--- src/rtl/ptmr_pkg.sv ---
// Shared register addresses and control-word layout for the period-match timer.
package ptmr_pkg;
    localparam logic [1:0] ADDR_CTRL   = 2'd0;
    localparam logic [1:0] ADDR_PERIOD = 2'd1;
    localparam logic [1:0] ADDR_COUNT  = 2'd2;

    // Control word, bit 0 is enable; ps occupies bits 6:4.
    typedef struct packed {
        logic [2:0] ps;
        logic       ps_sync;
        logic       en_sync;
        logic       pol;
        logic       en;
    } ctrl_t;
endpackage

--- src/rtl/ptmr_edge.sv ---
// Synchronizes the asynchronous timer input into the system clock domain and
// emits a one-cycle tick on the edge chosen by pol (0 rising, 1 falling).
// Assumes the input holds each level for at least one system cycle.
module ptmr_edge #(
    parameter int SYNC_STAGES = 2
) (
    input  logic clk,
    input  logic rst_n,
    input  logic tmr_in,
    input  logic pol,
    output logic tick
);
    localparam int LAST = SYNC_STAGES - 1;

    logic [SYNC_STAGES:0] sh;
    logic                 rise;
    logic                 fall;

    // Shift the raw input through the synchronizer plus one history stage.
    always_ff @(posedge clk) begin
        if (!rst_n) begin
            sh <= '0;
        end else begin
            sh <= {sh[SYNC_STAGES-1:0], tmr_in};
        end
    end

    // Compare synchronized level against its previous value.
    always_comb begin
        rise = sh[LAST] & ~sh[SYNC_STAGES];
        fall = ~sh[LAST] & sh[SYNC_STAGES];
        tick = pol ? fall : rise;
    end

    // Two active edges need a level change in between.
    p_tick_spaced_r2: assert property (@(posedge clk) disable iff (!rst_n)
        (tick && $stable(pol)) |=> !tick);
endmodule

--- src/rtl/ptmr_ensync.sv ---
// Produces the run qualifier. With sync_on set the enable bit travels through
// a DELAY-stage chain that advances only on counting-clock ticks, so starting
// and stopping lag by DELAY active edges; otherwise run follows en directly.
module ptmr_ensync #(
    parameter int DELAY = 2
) (
    input  logic clk,
    input  logic rst_n,
    input  logic tick,
    input  logic en,
    input  logic sync_on,
    output logic run
);
    logic [DELAY-1:0] chain;

    // Advance the enable chain on each counting-clock tick.
    always_ff @(posedge clk) begin
        if (!rst_n) begin
            chain <= '0;
        end else if (tick) begin
            chain[0] <= en;
            for (int i = 1; i < DELAY; i++) begin
                chain[i] <= chain[i-1];
            end
        end
    end

    // Select synchronized or direct enable.
    always_comb run = sync_on ? chain[DELAY-1] : en;

    // With sync on, run may only move on a tick.
    p_sync_run_moves_on_tick_r4: assert property (@(posedge clk) disable iff (!rst_n)
        (sync_on && !tick) |=> (!sync_on || $stable(run)));
endmodule

--- src/rtl/ptmr_prescale.sv ---
// Power-of-two prescaler: divides qualified ticks by 2^sel and optionally
// registers the output pulse once more in the system domain. clr has priority.
module ptmr_prescale #(
    parameter int PS_W = 3
) (
    input  logic            clk,
    input  logic            rst_n,
    input  logic            clr,
    input  logic            adv,
    input  logic [PS_W-1:0] sel,
    input  logic            sync_on,
    output logic            pulse
);
    localparam int DIV_W = (1 << PS_W) - 1;

    logic [DIV_W-1:0] pcnt;
    logic [DIV_W-1:0] mask;
    logic             hit;
    logic             hit_q;

    // Terminal-count mask for the selected ratio (wraps to all ones at max).
    always_comb begin
        mask = (DIV_W'(1) << sel) - DIV_W'(1);
        hit  = adv && ((pcnt & mask) == mask);
    end

    // Count qualified ticks, restarting after each output pulse.
    always_ff @(posedge clk) begin
        if (!rst_n) begin
            pcnt <= '0;
        end else if (clr) begin
            pcnt <= '0;
        end else if (adv) begin
            pcnt <= hit ? '0 : pcnt + DIV_W'(1);
        end
    end

    // Optional output register for a settled count update.
    always_ff @(posedge clk) begin
        if (!rst_n) begin
            hit_q <= 1'b0;
        end else begin
            hit_q <= hit;
        end
    end

    always_comb pulse = sync_on ? hit_q : hit;

    p_clear_empties_r5: assert property (@(posedge clk) disable iff (!rst_n)
        clr |=> (pcnt == '0));
endmodule

--- src/rtl/ptmr_core.sv ---
// Count register with period compare. A write has priority over a step; a
// step at count == period wraps to zero and raises match for one cycle.
module ptmr_core #(
    parameter int CNT_W = 8
) (
    input  logic             clk,
    input  logic             rst_n,
    input  logic             step,
    input  logic             wr,
    input  logic [CNT_W-1:0] wr_val,
    input  logic [CNT_W-1:0] period,
    output logic [CNT_W-1:0] cnt,
    output logic             match
);
    // Update the count and generate the match pulse.
    always_ff @(posedge clk) begin
        if (!rst_n) begin
            cnt   <= '0;
            match <= 1'b0;
        end else begin
            match <= 1'b0;
            if (wr) begin
                cnt <= wr_val;
            end else if (step) begin
                if (cnt == period) begin
                    cnt   <= '0;
                    match <= 1'b1;
                end else begin
                    cnt <= cnt + CNT_W'(1);
                end
            end
        end
    end

    p_wrap_on_period_r6: assert property (@(posedge clk) disable iff (!rst_n)
        (step && !wr && cnt == period) |=> (cnt == '0 && match));
    p_match_single_r6: assert property (@(posedge clk) disable iff (!rst_n)
        match |=> !match);
    p_hold_when_idle_r7: assert property (@(posedge clk) disable iff (!rst_n)
        (!step && !wr) |=> $stable(cnt));
    p_write_lands_r8: assert property (@(posedge clk) disable iff (!rst_n)
        wr |=> (cnt == $past(wr_val)));
endmodule

--- src/rtl/ptmr_top.sv ---
// Period-match timer top: register port, input edge selection, enable
// synchronizer, prescaler and count/compare core. Single system clock,
// synchronous active-low reset; tmr_in may be asynchronous.
module ptmr_top
    import ptmr_pkg::*;
#(
    parameter int CNT_W       = 8,
    parameter int PS_W        = 3,
    parameter int SYNC_STAGES = 2,
    parameter int EN_DELAY    = 2
) (
    input  logic             clk,
    input  logic             rst_n,
    input  logic             tmr_in,
    input  logic             wr_en,
    input  logic [1:0]       wr_addr,
    input  logic [CNT_W-1:0] wr_data,
    input  logic [1:0]       rd_addr,
    output logic [CNT_W-1:0] rd_data,
    output logic             match_o
);
    ctrl_t            ctrl;
    logic [CNT_W-1:0] period;
    logic [CNT_W-1:0] cnt;
    logic             tick;
    logic             run;
    logic             step;
    logic             wr_ctrl;
    logic             wr_cnt;
    logic             en_rise;

    // Decode write strobes and the enable 0->1 event.
    always_comb begin
        wr_ctrl = wr_en && (wr_addr == ADDR_CTRL);
        wr_cnt  = wr_en && (wr_addr == ADDR_COUNT);
        en_rise = wr_ctrl && wr_data[0] && !ctrl.en;
    end

    // Control and period registers; polarity is locked while enabled.
    always_ff @(posedge clk) begin
        if (!rst_n) begin
            ctrl   <= '0;
            period <= '0;
        end else if (wr_ctrl) begin
            ctrl.en      <= wr_data[0];
            ctrl.pol     <= ctrl.en ? ctrl.pol : wr_data[1];
            ctrl.en_sync <= wr_data[2];
            ctrl.ps_sync <= wr_data[3];
            ctrl.ps      <= wr_data[4 +: PS_W];
        end else if (wr_en && wr_addr == ADDR_PERIOD) begin
            period <= wr_data;
        end
    end

    ptmr_edge #(.SYNC_STAGES(SYNC_STAGES)) u_edge (
        .clk    (clk),
        .rst_n  (rst_n),
        .tmr_in (tmr_in),
        .pol    (ctrl.pol),
        .tick   (tick)
    );

    ptmr_ensync #(.DELAY(EN_DELAY)) u_ensync (
        .clk     (clk),
        .rst_n   (rst_n),
        .tick    (tick),
        .en      (ctrl.en),
        .sync_on (ctrl.en_sync),
        .run     (run)
    );

    ptmr_prescale #(.PS_W(PS_W)) u_prescale (
        .clk     (clk),
        .rst_n   (rst_n),
        .clr     (en_rise || wr_cnt),
        .adv     (tick && run),
        .sel     (ctrl.ps),
        .sync_on (ctrl.ps_sync),
        .pulse   (step)
    );

    ptmr_core #(.CNT_W(CNT_W)) u_core (
        .clk    (clk),
        .rst_n  (rst_n),
        .step   (step),
        .wr     (wr_cnt),
        .wr_val (wr_data),
        .period (period),
        .cnt    (cnt),
        .match  (match_o)
    );

    // Register read mux.
    always_comb begin
        case (rd_addr)
            ADDR_CTRL:   rd_data = CNT_W'(ctrl);
            ADDR_PERIOD: rd_data = period;
            ADDR_COUNT:  rd_data = cnt;
            default:     rd_data = '0;
        endcase
    end

    p_pol_locked_r3: assert property (@(posedge clk) disable iff (!rst_n)
        (wr_ctrl && ctrl.en) |=> $stable(ctrl.pol));
endmodule

--- config.mk ---
export PLATFORM = sky130hd
export DESIGN_NAME = ptmr_top
export DESIGN_NICKNAME = d
export VERILOG_FILES = /design/src/rtl/ptmr_pkg.sv /design/src/rtl/ptmr_edge.sv /design/src/rtl/ptmr_ensync.sv /design/src/rtl/ptmr_prescale.sv /design/src/rtl/ptmr_core.sv /design/src/rtl/ptmr_top.sv
export SDC_FILE = /design/constraint.sdc
export NUM_CORES = 1
export LEC_CHECK = 0
export BUFFER_PORTS_ARGS = -buffer_cell sky130_fd_sc_hd__buf_4
export CAP_MARGIN = 0
export CELL_PAD_IN_SITES_DETAIL_PLACEMENT = 0
export CELL_PAD_IN_SITES_GLOBAL_PLACEMENT = 1
export CORE_AREA = 2 2 53 104
export DETAILED_ROUTE_END_ITERATION = 10
export DIE_AREA = 0 0 55 106
export GPL_ROUTABILITY_DRIVEN = 0
export PLACE_DENSITY_LB_ADDON = 0.1
export RECOVER_POWER = 100
export SLEW_MARGIN = 15
export SYNTH_ARGS = -nofsm -noshare
export SYNTH_HDL_FRONTEND = slang
export SYNTH_SLANG_ARGS = --single-unit
export TNS_END_PERCENT = 50
--- constraint.sdc ---
create_clock -name clk -period 3.1 [get_ports clk]
set_clock_uncertainty 0.2 [all_clocks]
set_input_delay 0.155 -clock clk [delete_from_list [all_inputs] [get_ports clk]]
set_output_delay 0.155 -clock clk [all_outputs]
set_load 0.02 [all_outputs]
; ---- After elaboration in Yosys (flattened, before gate mapping)
; Cells that the tools add are included.
[totals]
inputBits = 16
wordCells = 56
rom_bits = 0
latchBits = 0
ram_bits = 0
out_inout_bits = 9
reg_bits = 37
mem_count = 0
[classes]
bitwise_logic = 9
order_cmp = 0
n_addsub = 3
mux = 9
n_div = 0
n_eq_ne = 6
mul = 0
n_reduce_logical = 16
shift = 1
[ops]
columns = operator, count
row1 = $mux 8, 3
row2 = $pmux 8 s3, 1
row3 = $add 8x1->8 const B, 1
row4 = $eq 8x8->1, 1
row5 = $add 7x1->7 const B, 1
row6 = $and 7x7->7, 1
row7 = $eq 7x7->1, 1
row8 = $logic_and 1x1->1, 7
row9 = $mux 7, 1
row10 = $shl 1x3->7 const A, 1
row11 = $sub 7x2->7 const B, 1
row12 = $not 1->1, 6
row13 = $eq 2x1->1 const B, 2
row14 = $eq 2x2->1 const B, 2
row15 = $logic_not 2->1, 2
row16 = $mux 1, 4
row17 = $reduce_and 2->1, 2
row18 = $reduce_or 3->1, 1
row19 = $and 1x1->1, 2
row20 = $reduce_bool 2->1, 1
row21 = $reduce_or 2->1, 1
row22 = $logic_not 1->1, 1
row23 = $logic_or 1x1->1, 1

; ---- Longest topological paths before layout
; Gate-level depths: netlist of run 1.
[depth]
depth_word = 8
ltp_mapped = 10
depth_no_buf = 9

; ---- Modules after synthesis
; A second synthesis of run 1 with hierarchy kept.
[unflattened]
cells_unflattened = 214
area_unflattened_um2 = 2030.7
[by_module_without_submodules]
columns = mod, area_per_inst_um2, cells_each, instances
row1 = ptmr_top, 785.8, 82, 1
row2 = ptmr_core, 589.3, 65, 1
row3 = ptmr_prescale, 470.5, 51, 1
row4 = ptmr_edge, 101.3, 9, 1
row5 = ptmr_ensync, 83.8, 7, 1

; ---- Least setup slack after synthesis of run 1
; Ideal clock, no wire load.
[synth_timing]
kind = register to register
from = reg ctrl[6] (netlist bit)
to = reg u_core.cnt[5]
path_stages_with_launch = 9
slack_ns = 0.577
setup_ns = 0.062
arrival_ns = 2.261
required_ns = 2.838
cell_sequence = dfxtp_1 > buf_2 > or3_1 > ha_1 > xnor2_1 > o22ai_1 > o31a_1 > or4_1 > nand3_1
[synth_via]
elab_chain_cells = 7
[synth_lines]
columns = item, line
row1 = from (decl), ptmr_top.sv:22  ; ctrl_t ctrl;
row2 = $shl 1x3->7 (*), ptmr_prescale.sv:23  ; mask = (DIV_W'(1) << sel) - DIV_W'(1);
row3 = $sub 7x2->7 (*), ptmr_prescale.sv:23
row4 = $and 7x7->7, ptmr_prescale.sv:24  ; hit = adv && ((pcnt & mask) == mask);
row5 = $eq 7x7->1 (*), ptmr_prescale.sv:24
row6 = $logic_and 1x1->1 (*), ptmr_prescale.sv:24
row7 = $mux 1 (*), ptmr_prescale.sv:47  ; always_comb pulse = sync_on ? hit_q : hit;
row8 = $reduce_bool 2->1 (no source line) (*), n/a
row9 = to (signal assigned), ptmr_core.sv:23  ; cnt <= wr_val;
row10 = to (signal assigned), ptmr_core.sv:29  ; cnt <= cnt + CNT_W'(1);
row11 = to (decl), ptmr_core.sv:12  ; output logic [CNT_W-1:0] cnt,
; Every way passes the cells marked *; elsewhere a longest branch is shown, timed or not.
; A chain may end at the register's enable or synchronous reset.

; ---- Worst setup path in the final report of run 1
[layout_timing]
from = reg ctrl[6] (netlist bit)
to = reg u_core.cnt[1]
; The elaborated chain is that of the path after synthesis.

==> reports/qor.yml, run 1 <==
status: "finished, final reports clean"
tns_ns: 0
ys_ff_latch: 37
postCtsHoldBufs: 11
max_freq_mhz: 358
cts_tree: "yes"
path_max_fanout: 9
grt_pass1_wl_um: 8780
slew_headroom_pct: 42.5
timing_worst_slew_pin_value_ns: 0.856
crit_path_end_kind: "flip-flop"
clockBufferDepth: 2
synth_area_um2: 2100
min_path_cells: 5
avgSynthCellArea_um2: 8.35
htreeDepth: 2
die_w_um: 55
cp.arrival_ns: 2.76
start_util_pct: 41.2
grt_pass1_vias: 1837
ys_seq_area_share_pct: 35.3
critPathLaunchType: "flip-flop"
clkTransAtPathRegs_ns: 0.08
gr-total-overflow: 0
hp-class: "input pin to flip-flop"
routed_wl_um: 5620
ant_nets: 0
ios: 25
drv_cap: 0
track_usage_pct: 20.8
hold_ws_ns: 0.148
groute.layer.met3.usage_pct: 3.37
hpwl_um: 4110
core_um2: 5090
antenna_found_initial: 0
synth_area_leader_cell: "dfxtp_1"
rows: 37
dr.pass1.iters: 4
ys_types: 44
wl_per_cell_um: 16.4
setup_viol: 0
reg2reg_to: "u_core.cnt[1]"
r2r_slack_ns: 0.31
hold_violations: 0
layout_setup_ws_ns: 0.308
port_buffers: 24
hold_end: "ctrl[3]"
dieArea_um2: 5830
grt-busiest-layer: "met2"
drt_iter0_drc: 58
ys_warn_count: 0
required_ns: 3.07
syn_to_final_growth_pct: 17.5
syn_nets: 270
tritoncts_num_sinks: 37
powerDensity_nw_per_um2: 431
synth_top_area_share_pct: 35.3
rsz0062_at_grt: "no"
vias: 1900
synth-main-ff-cell: "dfxtp_1"
cts_made_buffers: 5
power_leakage_nw: 1.00
grt_max_degree: 14
clock-root-buffer: "clkbuf_8"
gr-usage-met2_pct: 36.3
final-max-slew-violation-count: 0
cts_setup_buffers: 0
fin_crit_sh_pct: 90.1
ys_top_cells_by_area: "dfxtp_1 35%, mux2i_1 12%, nor2_1 5.7%"
nets: 303
via_per_inst: 5.54
drc: 0
synthCells: 251
reg2reg_from: "ctrl[6]"
worstSetupPathType: "flip-flop to flip-flop"
hold_start: "wr_addr[0]"
drive_above_1_share_pct: 9.47
worstRegToRegCells: 8
min_period_ns: 2.79
dp_slack_ns: 0.449
vdd_drop_max_v: 0.000309
synth_edf_count: 0
n_antenna_cell: 0
ys_async_sr_fraction_pct: 0
cts_resized: 0
use_met1_pct: 22.9
die_h_um: 106
insertion_delay_ns: 0.29
cell usage after synthesis (5+ instances only):
cell / count
xnor2_1: 12
mux2i_1: 25
nor2_1: 32
a21oi_1: 6
and3_1: 5
clkbuf_1: 8
nor2b_1: 9
nand4_1: 5
dfxtp_1: 37
nand3_1: 8
o21ai_0: 12
nand2_1: 29
power by group:
part	internal (mW)	leakage (nW)	switching [mW]	total (mW)
sequential	0.492	0.300	0.0283	0.521
clock	0.155	0.0439	0.188	0.343
combinational	0.0880	0.656	0.109	0.197
total	0.736	1.00	0.326	1.06
kinds of logic (layout without fill, tap and decap cells):
group           Yosys count  in the layout  share of synthesized area, %
simple gates            113            113                          27.1
compound gates           44             44                          14.4
flops                    37             37                          35.3
mux                      25             25                          11.9
xor+xnor                 15             15                          6.27
buf+inv                  14             48                          3.16
fa+ha+maj                 3              3                          1.79
state kept, by name (all words and copies together), names as in the netlist:
signal            count
u_edge.sh             3
u_core.cnt            8
u_prescale.hit_q      1
period                8
u_core.match          1
u_prescale.pcnt       7
u_ensync.chain        2
ctrl                  7
how the worst max path moves through the flow:
| stage | from | cells past startpoint | slack, ns | endpoint |
|---|---|---|---|---|
| 2_1_floorplan | ctrl[6] | 8 | 0.58 | u_core.cnt[5] |
| 3_3_place_gp | ctrl[6] | 8 | 0.48 | u_core.cnt[5] |
| 3_5_place_dp | ctrl[6] | 8 | 0.45 | u_core.cnt[5] |
| 4_1_cts | ctrl[6] | 8 | 0.42 | u_core.cnt[5] |
| 5_1_grt | ctrl[6] | 8 | 0.16 | u_core.cnt[7] |
| 6_report | ctrl[6] | 8 | 0.31 | u_core.cnt[1] |
final cells by class:
class / instances / area (µm²)
clock buffers: 5 / 68.8
clock inverters: 3 / 17.5
fillers: 534 / 2630
inverters: 2 / 7.51
multi-input cells: 200 / 1280
flip-flops and latches: 37 / 741
well taps: 58 / 72.6
repair buffers: 38 / 272
routing by layer:
metal  wire length [µm]  share of wire, %
met1               2220                39
met2               3050                54
met3                173               3.1
met4                178               3.2
met5                  0                 0
cell usage in the layout, fill, tap and decap left out, types with 3 or more instances in the layout:
cell / instances
a31oi_1: 3
o21ai_0: 13
nand3_1: 8
nand4_1: 5
a21o_1: 4
buf_4: 16
nand3b_1: 4
xnor2_1: 12
ha_1: 3
and3_1: 5
a21oi_1: 6
mux2i_1: 25
nand2b_1: 3
xor2_1: 3
nor2_1: 32
o2111ai_1: 3
nand2_1: 29
nor3_1: 4
clkbuf_8: 5
dlygate4sd3_1: 11
dfxtp_1: 37
clkbuf_1: 11
nor2b_1: 9
critical path, stage by stage (launching register included):
cell and delay (ns):
dfxtp_1 0.39, or3_1 0.40, ha_1 0.29, nor2_1 0.04, a31oi_1 0.22, nand3_2 0.10, o31ai_1 0.71, mux2i_1 0.25
o21ai_0 0.08
metrics by stage:
stage | power (mW) | instance area [µm²] | util (%) | std cells
5_1_grt | 1.11 | 2460 | 48.4 | 343
2_1_floorplan | 0.649 | 2100 | - | 251
4_1_cts | 1.08 | 2510 | 49.3 | 343
3_3_place_gp | 0.726 | 2310 | 45.4 | 324
6_report | 1.06 | 2460 | 48.4 | 343
3_5_place_dp | 0.725 | 2310 | 45.4 | 324
Power figures use the tool's default switching activity.
==> inputs of run 2 (changes only) <==
--- a/config.mk
+++ b/config.mk
@@ -5,17 +5,16 @@
 export SDC_FILE = /design/constraint.sdc
 export NUM_CORES = 1
 export LEC_CHECK = 0
-export BUFFER_PORTS_ARGS = -buffer_cell sky130_fd_sc_hd__buf_4
 export CAP_MARGIN = 0
 export CELL_PAD_IN_SITES_DETAIL_PLACEMENT = 0
 export CELL_PAD_IN_SITES_GLOBAL_PLACEMENT = 1
-export CORE_AREA = 2 2 53 104
+export CORE_AREA = 2 2 51 100
 export DETAILED_ROUTE_END_ITERATION = 10
-export DIE_AREA = 0 0 55 106
+export DIE_AREA = 0 0 53 102
+export DONT_BUFFER_PORTS = 1
 export GPL_ROUTABILITY_DRIVEN = 0
 export PLACE_DENSITY_LB_ADDON = 0.1
 export RECOVER_POWER = 100
-export SLEW_MARGIN = 15
 export SYNTH_ARGS = -nofsm -noshare
 export SYNTH_HDL_FRONTEND = slang
 export SYNTH_SLANG_ARGS = --single-unit
==> run 2 against run 1 <==
  * Cell count down 8.2%
  * Sequential power about the same
  * First-iteration DRC count is 1.7% lower
  * Sequential share of layout area is 1.3 points higher
  * Design area fell by 4.2%
  * Critical endpoint is now u_core.cnt[5]
  * Largest cell class unchanged
  * Highest routed layer unchanged
==> reports/qor.yml, run 2 (synthesized netlist as in run 1, its figures left out) <==
report.power.total_mw: 1.20  # +13%
clockBufferDepth: 2  # unchanged
design_area_um2: 2360  # -4.2%
track_usage_pct: 22.7  # +1.8 points
required_ns: 3.13  # +0.06 ns
path_cells: "or3_1, ha_1, nor2_1, a31oi_1, nand3_2, o31a_1, or4_1, nand3_1"
layout_setup_ws_ns: 0.443  # +0.135 ns
power_leakage_nw: 0.941  # -5.9%
drc: 0  # unchanged
via_per_inst: 5.71  # +3.1%
worstRegToRegCells: 8  # unchanged
p_sw_share_pct: 26.0  # -4.7 points
p_comb_share_pct: 14.6  # -4.0 points
vdd_drop_max_v: 0.000365  # +18%
final-max-slew-violation-count: 0  # unchanged
insertion_delay_ns: 0.29  # about the same
seqPwrFrac_pct: 43.5  # -5.6 points
top_regs: "period (8), u_core.cnt (8)"
die_h_um: 102  # -3.8%
tns_ns: 0  # unchanged
hpwl_um: 4080  # -0.88%
vias: 1799  # -5.3%
dp_slack_ns: 0.466  # +0.0167 ns
drv_cap: 0  # unchanged
port_buffers: 0  # -100%
max_freq_mhz: 376  # +5.1%
hold_violations: 0  # unchanged
power_switching_mw: 0.311  # -4.5%
cts_tree: "yes"
fin_crit_sh_pct: 85.7  # -4.4 points
dr.pass1.iters: 4  # unchanged
setup_viol: 0  # unchanged
rows: 35  # -5.4%
syn_to_final_growth_pct: 12.5
hp-class: "input pin to flip-flop"
crit_path_end_kind: "flip-flop"
r2r_slack_ns: 0.44  # +0.14 ns
cp.arrival_ns: 2.69  # -0.07 ns
powerDensity_nw_per_um2: 508  # +18%
status: "finished, final reports clean"
reg2reg_to: "u_core.cnt[5]"
slew_headroom_pct: 48.7  # +6.3 points
nets: 278  # -8.3%
worstSetupPathType: "flip-flop to flip-flop"
die_w_um: 53  # -3.6%
n_antenna_cell: 0  # unchanged
grt_pass1_wl_um: 8850  # +0.87%
ios: 25  # unchanged
multiInputGateArea_um2: 1290  # +0.39%
rsz0062_at_grt: "no"
intPower_mw: 0.887  # +20%
dieArea_um2: 5410  # -7.3%
hold_start: "wr_addr[0]"
min_path_cells: 4  # -1
antenna_found_initial: 0  # unchanged
wl_per_cell_um: 17.4  # +6.2%
fillers: 475  # -11%
path_max_fanout: 9  # unchanged
grt_max_degree: 15  # +1
reg2reg_from: "ctrl[6]"
place_area_um2: 2130  # -8.0%
clock-root-buffer: "clkbuf_8"
crit_slowest_cell: "or4_1"
drt_iter0_drc: 57  # -1.7%
cts_made_buffers: 5  # unchanged
routed_wl_um: 5480  # -2.4%
drive_above_1_share_pct: 5.38  # -4.1 points
max_stage_delay_ns: 0.54  # -0.17 ns
grt_pass1_vias: 1805  # -1.7%
gr-total-overflow: 0  # unchanged
layout_common_cells: "37 x dfxtp_1, 32 x nor2_1, 29 x nand2_1, 25 x mux2i_1, 13 x o21ai_0"
min_period_ns: 2.66  # -0.135 ns
pwr-share-clk_pct: 41.9  # +9.6 points
clkTransAtPathRegs_ns: 0.08  # about the same
final_common_cell: "dfxtp_1"
htreeDepth: 2  # unchanged
ff_latch_area_um2: 741  # unchanged
critPathLaunchType: "flip-flop"
start_util_pct: 45.6  # +4.4 points
timing_worst_slew_pin_value_ns: 0.761  # -0.0948 ns
tritoncts_num_sinks: 37  # unchanged
ant_nets: 0  # unchanged
hold_end: "ctrl[3]"
core_um2: 4600  # -9.7%
[run 2: changes by cell type in the layout (fill, tap and decap cells not counted), sizes merged]
cell and change:
bufinv +2, buf -14, clkbuf -10, dlygate4sd3 -1, clkinv -1, clkinvlp -1
[run 2: through the flow]
stage               hold WS, ns  std cells  util [%]
detailed placement       0.0840        297      46.3
global route             0.0584        315      51.3
global placement         0.0807        297      46.3
floorplan                0.0823        251         -
finish                   0.0208        315      51.3
CTS                      0.0206        315      51.4
[run 2: power groups by stage]
stage / clock (mW) / sequential, mW / combinational, mW
after floorplan: 0 / 0.520 / 0.129
after global placement: 0 / 0.531 / 0.160
after detailed placement: 0 / 0.531 / 0.158
after CTS: 0.510 / 0.519 / 0.175
after global routing: 0.526 / 0.523 / 0.192
final: 0.502 / 0.520 / 0.175
[run 2: repair_timing]
item / CTS / global route
setup buffers: 0 / 0
resized for setup: 0 / 0
hold buffers: 10 / 0
endpoints found under the hold margin: 28 / 0
[run 2: critical path: cells and delay by family, from the launching register on]
kind,cells,cell delay (ns)
adder cells (fa/ha/maj),1,0.28
AO/OA/AOI/OAI,2,0.57
flip-flops,1,0.39
AND/OR/NAND/NOR,5,1.16
[run 2: per-layer routing]
| layer | GRT usage (%) | routed length (µm) | up-vias |
|---|---|---|---|
| met3 | 3.65 | 171 | 11 |
| met1 | 23.0 | 2110 | 846 |
| li1 | - | - | 901 |
| met5 | 0 | 0 | - |
| met4 | 11.0 | 142 | 0 |
| met2 | 42.5 | 3050 | 41 |
[run 2: worst max path at each step]
| stage | from | end | depth (start not counted) |
|---|---|---|---|
| floorplan | ctrl[6] | u_core.cnt[5] | 8 |
| global placement | ctrl[6] | u_core.cnt[5] | 8 |
| detailed placement | ctrl[6] | u_core.cnt[5] | 8 |
| CTS | ctrl[6] | u_core.cnt[5] | 8 |
| global route | ctrl[4] | u_core.cnt[5] | 8 |
| finish | ctrl[6] | u_core.cnt[5] | 8 |
[run 2: final cells by class]
class | instances | share of cell area (%)
Timing Repair Buffer | 13 | 5.04
Clock buffer | 5 | 2.92
Inverter | 2 | 0.318
Clock inverter | 3 | 2.76
Tap cell | 55 | 2.92
Multi-Input combinational cell | 200 | 54.6
Sequential cell | 37 | 31.4
==> inputs of run 3 (changes only) <==
--- a/config.mk
+++ b/config.mk
@@ -13,7 +13,7 @@
 export DIE_AREA = 0 0 53 102
 export DONT_BUFFER_PORTS = 1
 export GPL_ROUTABILITY_DRIVEN = 0
-export PLACE_DENSITY_LB_ADDON = 0.1
+export PLACE_DENSITY_LB_ADDON = 0.25
 export RECOVER_POWER = 100
 export SYNTH_ARGS = -nofsm -noshare
 export SYNTH_HDL_FRONTEND = slang
==> run 3 against run 2 <==
  * Non-clock buffer count did not move
  * Largest power group unchanged
  * Critical endpoint unchanged
  * Critical path depth unchanged
  * Design area fell by 1.2%
  * Clock-buffer cell count rose by 2
  * Combinational power is essentially flat
==> reports/qor.yml, run 3 (synthesized netlist as in run 1, its figures left out) <==
htreeDepth: 2  # unchanged
core_um2: 4600  # unchanged
start_util_pct: 45.6  # unchanged
routed_wl_um: 5360  # -2.2%
slew_headroom_pct: 46.9  # -1.8 points
r2r_slack_ns: 0.46  # about the same
antenna_found_initial: 0  # unchanged
cts_resized: 0  # unchanged
ant_nets: 0  # unchanged
wl_per_cell_um: 17.0  # -2.2%
critPathTopFamily: "simple AND/OR/NAND/NOR gates"
report.power.total_mw: 1.07  # -11%
die_h_um: 102  # unchanged
place_inst: 297  # unchanged
grt_pass1_wl_um: 8800  # -0.62%
hpwl_um: 3950  # -3.2%
required_ns: 3.14  # about the same
reg2reg_from: "ctrl[6]"
status: "finished, final reports clean"
final-max-slew-violation-count: 0  # unchanged
layout_common_cells: "37 x dfxtp_1, 32 x nor2_1, 29 x nand2_1, 25 x mux2i_1, 13 x o21ai_0"
crit_slowest_cell: "or4_1"
via_per_inst: 5.71  # about the same
max_freq_mhz: 378  # +0.47%
vdd_drop_max_v: 0.000273  # -25%
n_antenna_cell: 0  # unchanged
dieArea_um2: 5410  # unchanged
port_buffers: 0  # unchanged
power_leakage_nw: 0.933  # -0.84%
worstRegToRegCells: 8  # unchanged
fillers: 480  # +1.1%
die_w_um: 53  # unchanged
syn_to_final_growth_pct: 11.2
final_cells: 315  # unchanged
path_cells: "or3_1, ha_1, nor2_1, a31oi_1, nand3_2, o31a_1, or4_1, nand3_1"
crit_path_end_kind: "flip-flop"
drive_above_1_share_pct: 5.77  # +0.38 points
tns_ns: 0  # unchanged
gr-total-overflow: 0  # unchanged
hold_start: "wr_addr[0]"
ios: 25  # unchanged
path_max_fanout: 9  # unchanged
utilization_pct: 50.7  # -0.63 points
nets: 278  # unchanged
final_common_cell: "dfxtp_1"
dr.pass1.iters: 4  # unchanged
cp.arrival_ns: 2.68  # about the same
clock-root-buffer: "clkbuf_8"
min_period_ns: 2.64  # -0.0124 ns
cts_tree: "yes"
track_usage_pct: 22.4  # -0.27 points
hold_end: "ctrl[3]"
worstSetupPathType: "flip-flop to flip-flop"
min_path_cells: 4  # unchanged
path_buf_inv: 0  # unchanged
grt_pass1_vias: 1831  # +1.4%
timing_worst_slew_pin_value_ns: 0.795  # +0.0340 ns
top_regs: "period (8), u_core.cnt (8)"
drv_cap: 0  # unchanged
rows: 35  # unchanged
cts_made_buffers: 5  # unchanged
vias: 1798  # -0.056%
hp-class: "input pin to flip-flop"
drc: 0  # unchanged
hold_violations: 0  # unchanged
clockBufferDepth: 2  # unchanged
reg2reg_to: "u_core.cnt[5]"
drt_iter0_drc: 29  # -49%
grt_max_degree: 23  # +8
setup_viol: 0  # unchanged
rsz0062_at_grt: "no"
insertion_delay_ns: 0.29  # about the same
clkTransAtPathRegs_ns: 0.07  # about the same
max_stage_delay_ns: 0.54  # about the same
fin_crit_sh_pct: 85.3  # -0.40 points
powerDensity_nw_per_um2: 458  # -9.7%
critPathLaunchType: "flip-flop"
tritoncts_num_sinks: 37  # unchanged
-- run 3: changes by cell type in the layout (fill, tap and decap cells not counted) --
cell | before | now
bufinv_16 | 2 | 0
and2_0 | 2 | 1
and2_1 | 1 | 2
clkbuf_8 | 5 | 7
clkbuf_1 | 1 | 0
buf_4 | 2 | 3
-- run 3: worst max-delay path by stage --
stage | startpoint | to | slack [ns] | cells past startpoint
floorplan | ctrl[6] | u_core.cnt[5] | 0.58 | 8
global placement | ctrl[6] | u_core.cnt[5] | 0.52 | 8
detailed placement | ctrl[6] | u_core.cnt[5] | 0.48 | 8
CTS | ctrl[6] | u_core.cnt[5] | 0.46 | 8
global route | ctrl[6] | u_core.cnt[5] | 0.29 | 8
finish | ctrl[6] | u_core.cnt[5] | 0.46 | 8
-- run 3: final cells by class --
class | instances | area [µm²] | area share [%]
clock buffer | 7 | 96.3 | 4.14
clock inverter | 1 | 5.00 | 0.215
inverter | 2 | 7.51 | 0.322
multi-input combinational | 200 | 1290 | 55.3
sequential | 37 | 741 | 31.8
tap | 55 | 68.8 | 2.95
timing repair buffer | 13 | 123 | 5.26
-- run 3: worst reg2reg max path, cell delays in order (launching register included) --
cell and delay, ns:
dfxtp_1 0.38, or3_1 0.39, ha_1 0.29, nor2_1 0.04, a31oi_1 0.19, nand3_2 0.10
o31a_1 0.39, or4_1 0.54, nand3_1 0.08
-- run 3: metrics by stage --
stage	instance area, µm²	setup slack [ns]	hold WS, ns
2_1_floorplan	2100	0.577	0.0823
3_3_place_gp	2130	0.516	0.0812
3_5_place_dp	2130	0.478	0.0841
4_1_cts	2330	0.464	0.0211
5_1_grt	2330	0.289	0.0337
6_report	2330	0.455	0.0275
-- run 3: repair_timing --
item	in CTS	in global routing
hold buffers	10	0
setup buffers	0	0
hold endpoints to repair	28	0
-- run 3: power breakdown --
part	internal (mW)	total (mW)	switching, mW
clock	0.201	0.376	0.175
sequential	0.493	0.519	0.0259
combinational	0.0751	0.174	0.0985
-- run 3: metal layers --
metal / share of wire, % / global-route usage (%)
met1: 39 / 24.7
met4: 5.8 / 15.2
met5: 0 / 0
met3: 4.1 / 4.82
met2: 51 / 37.1
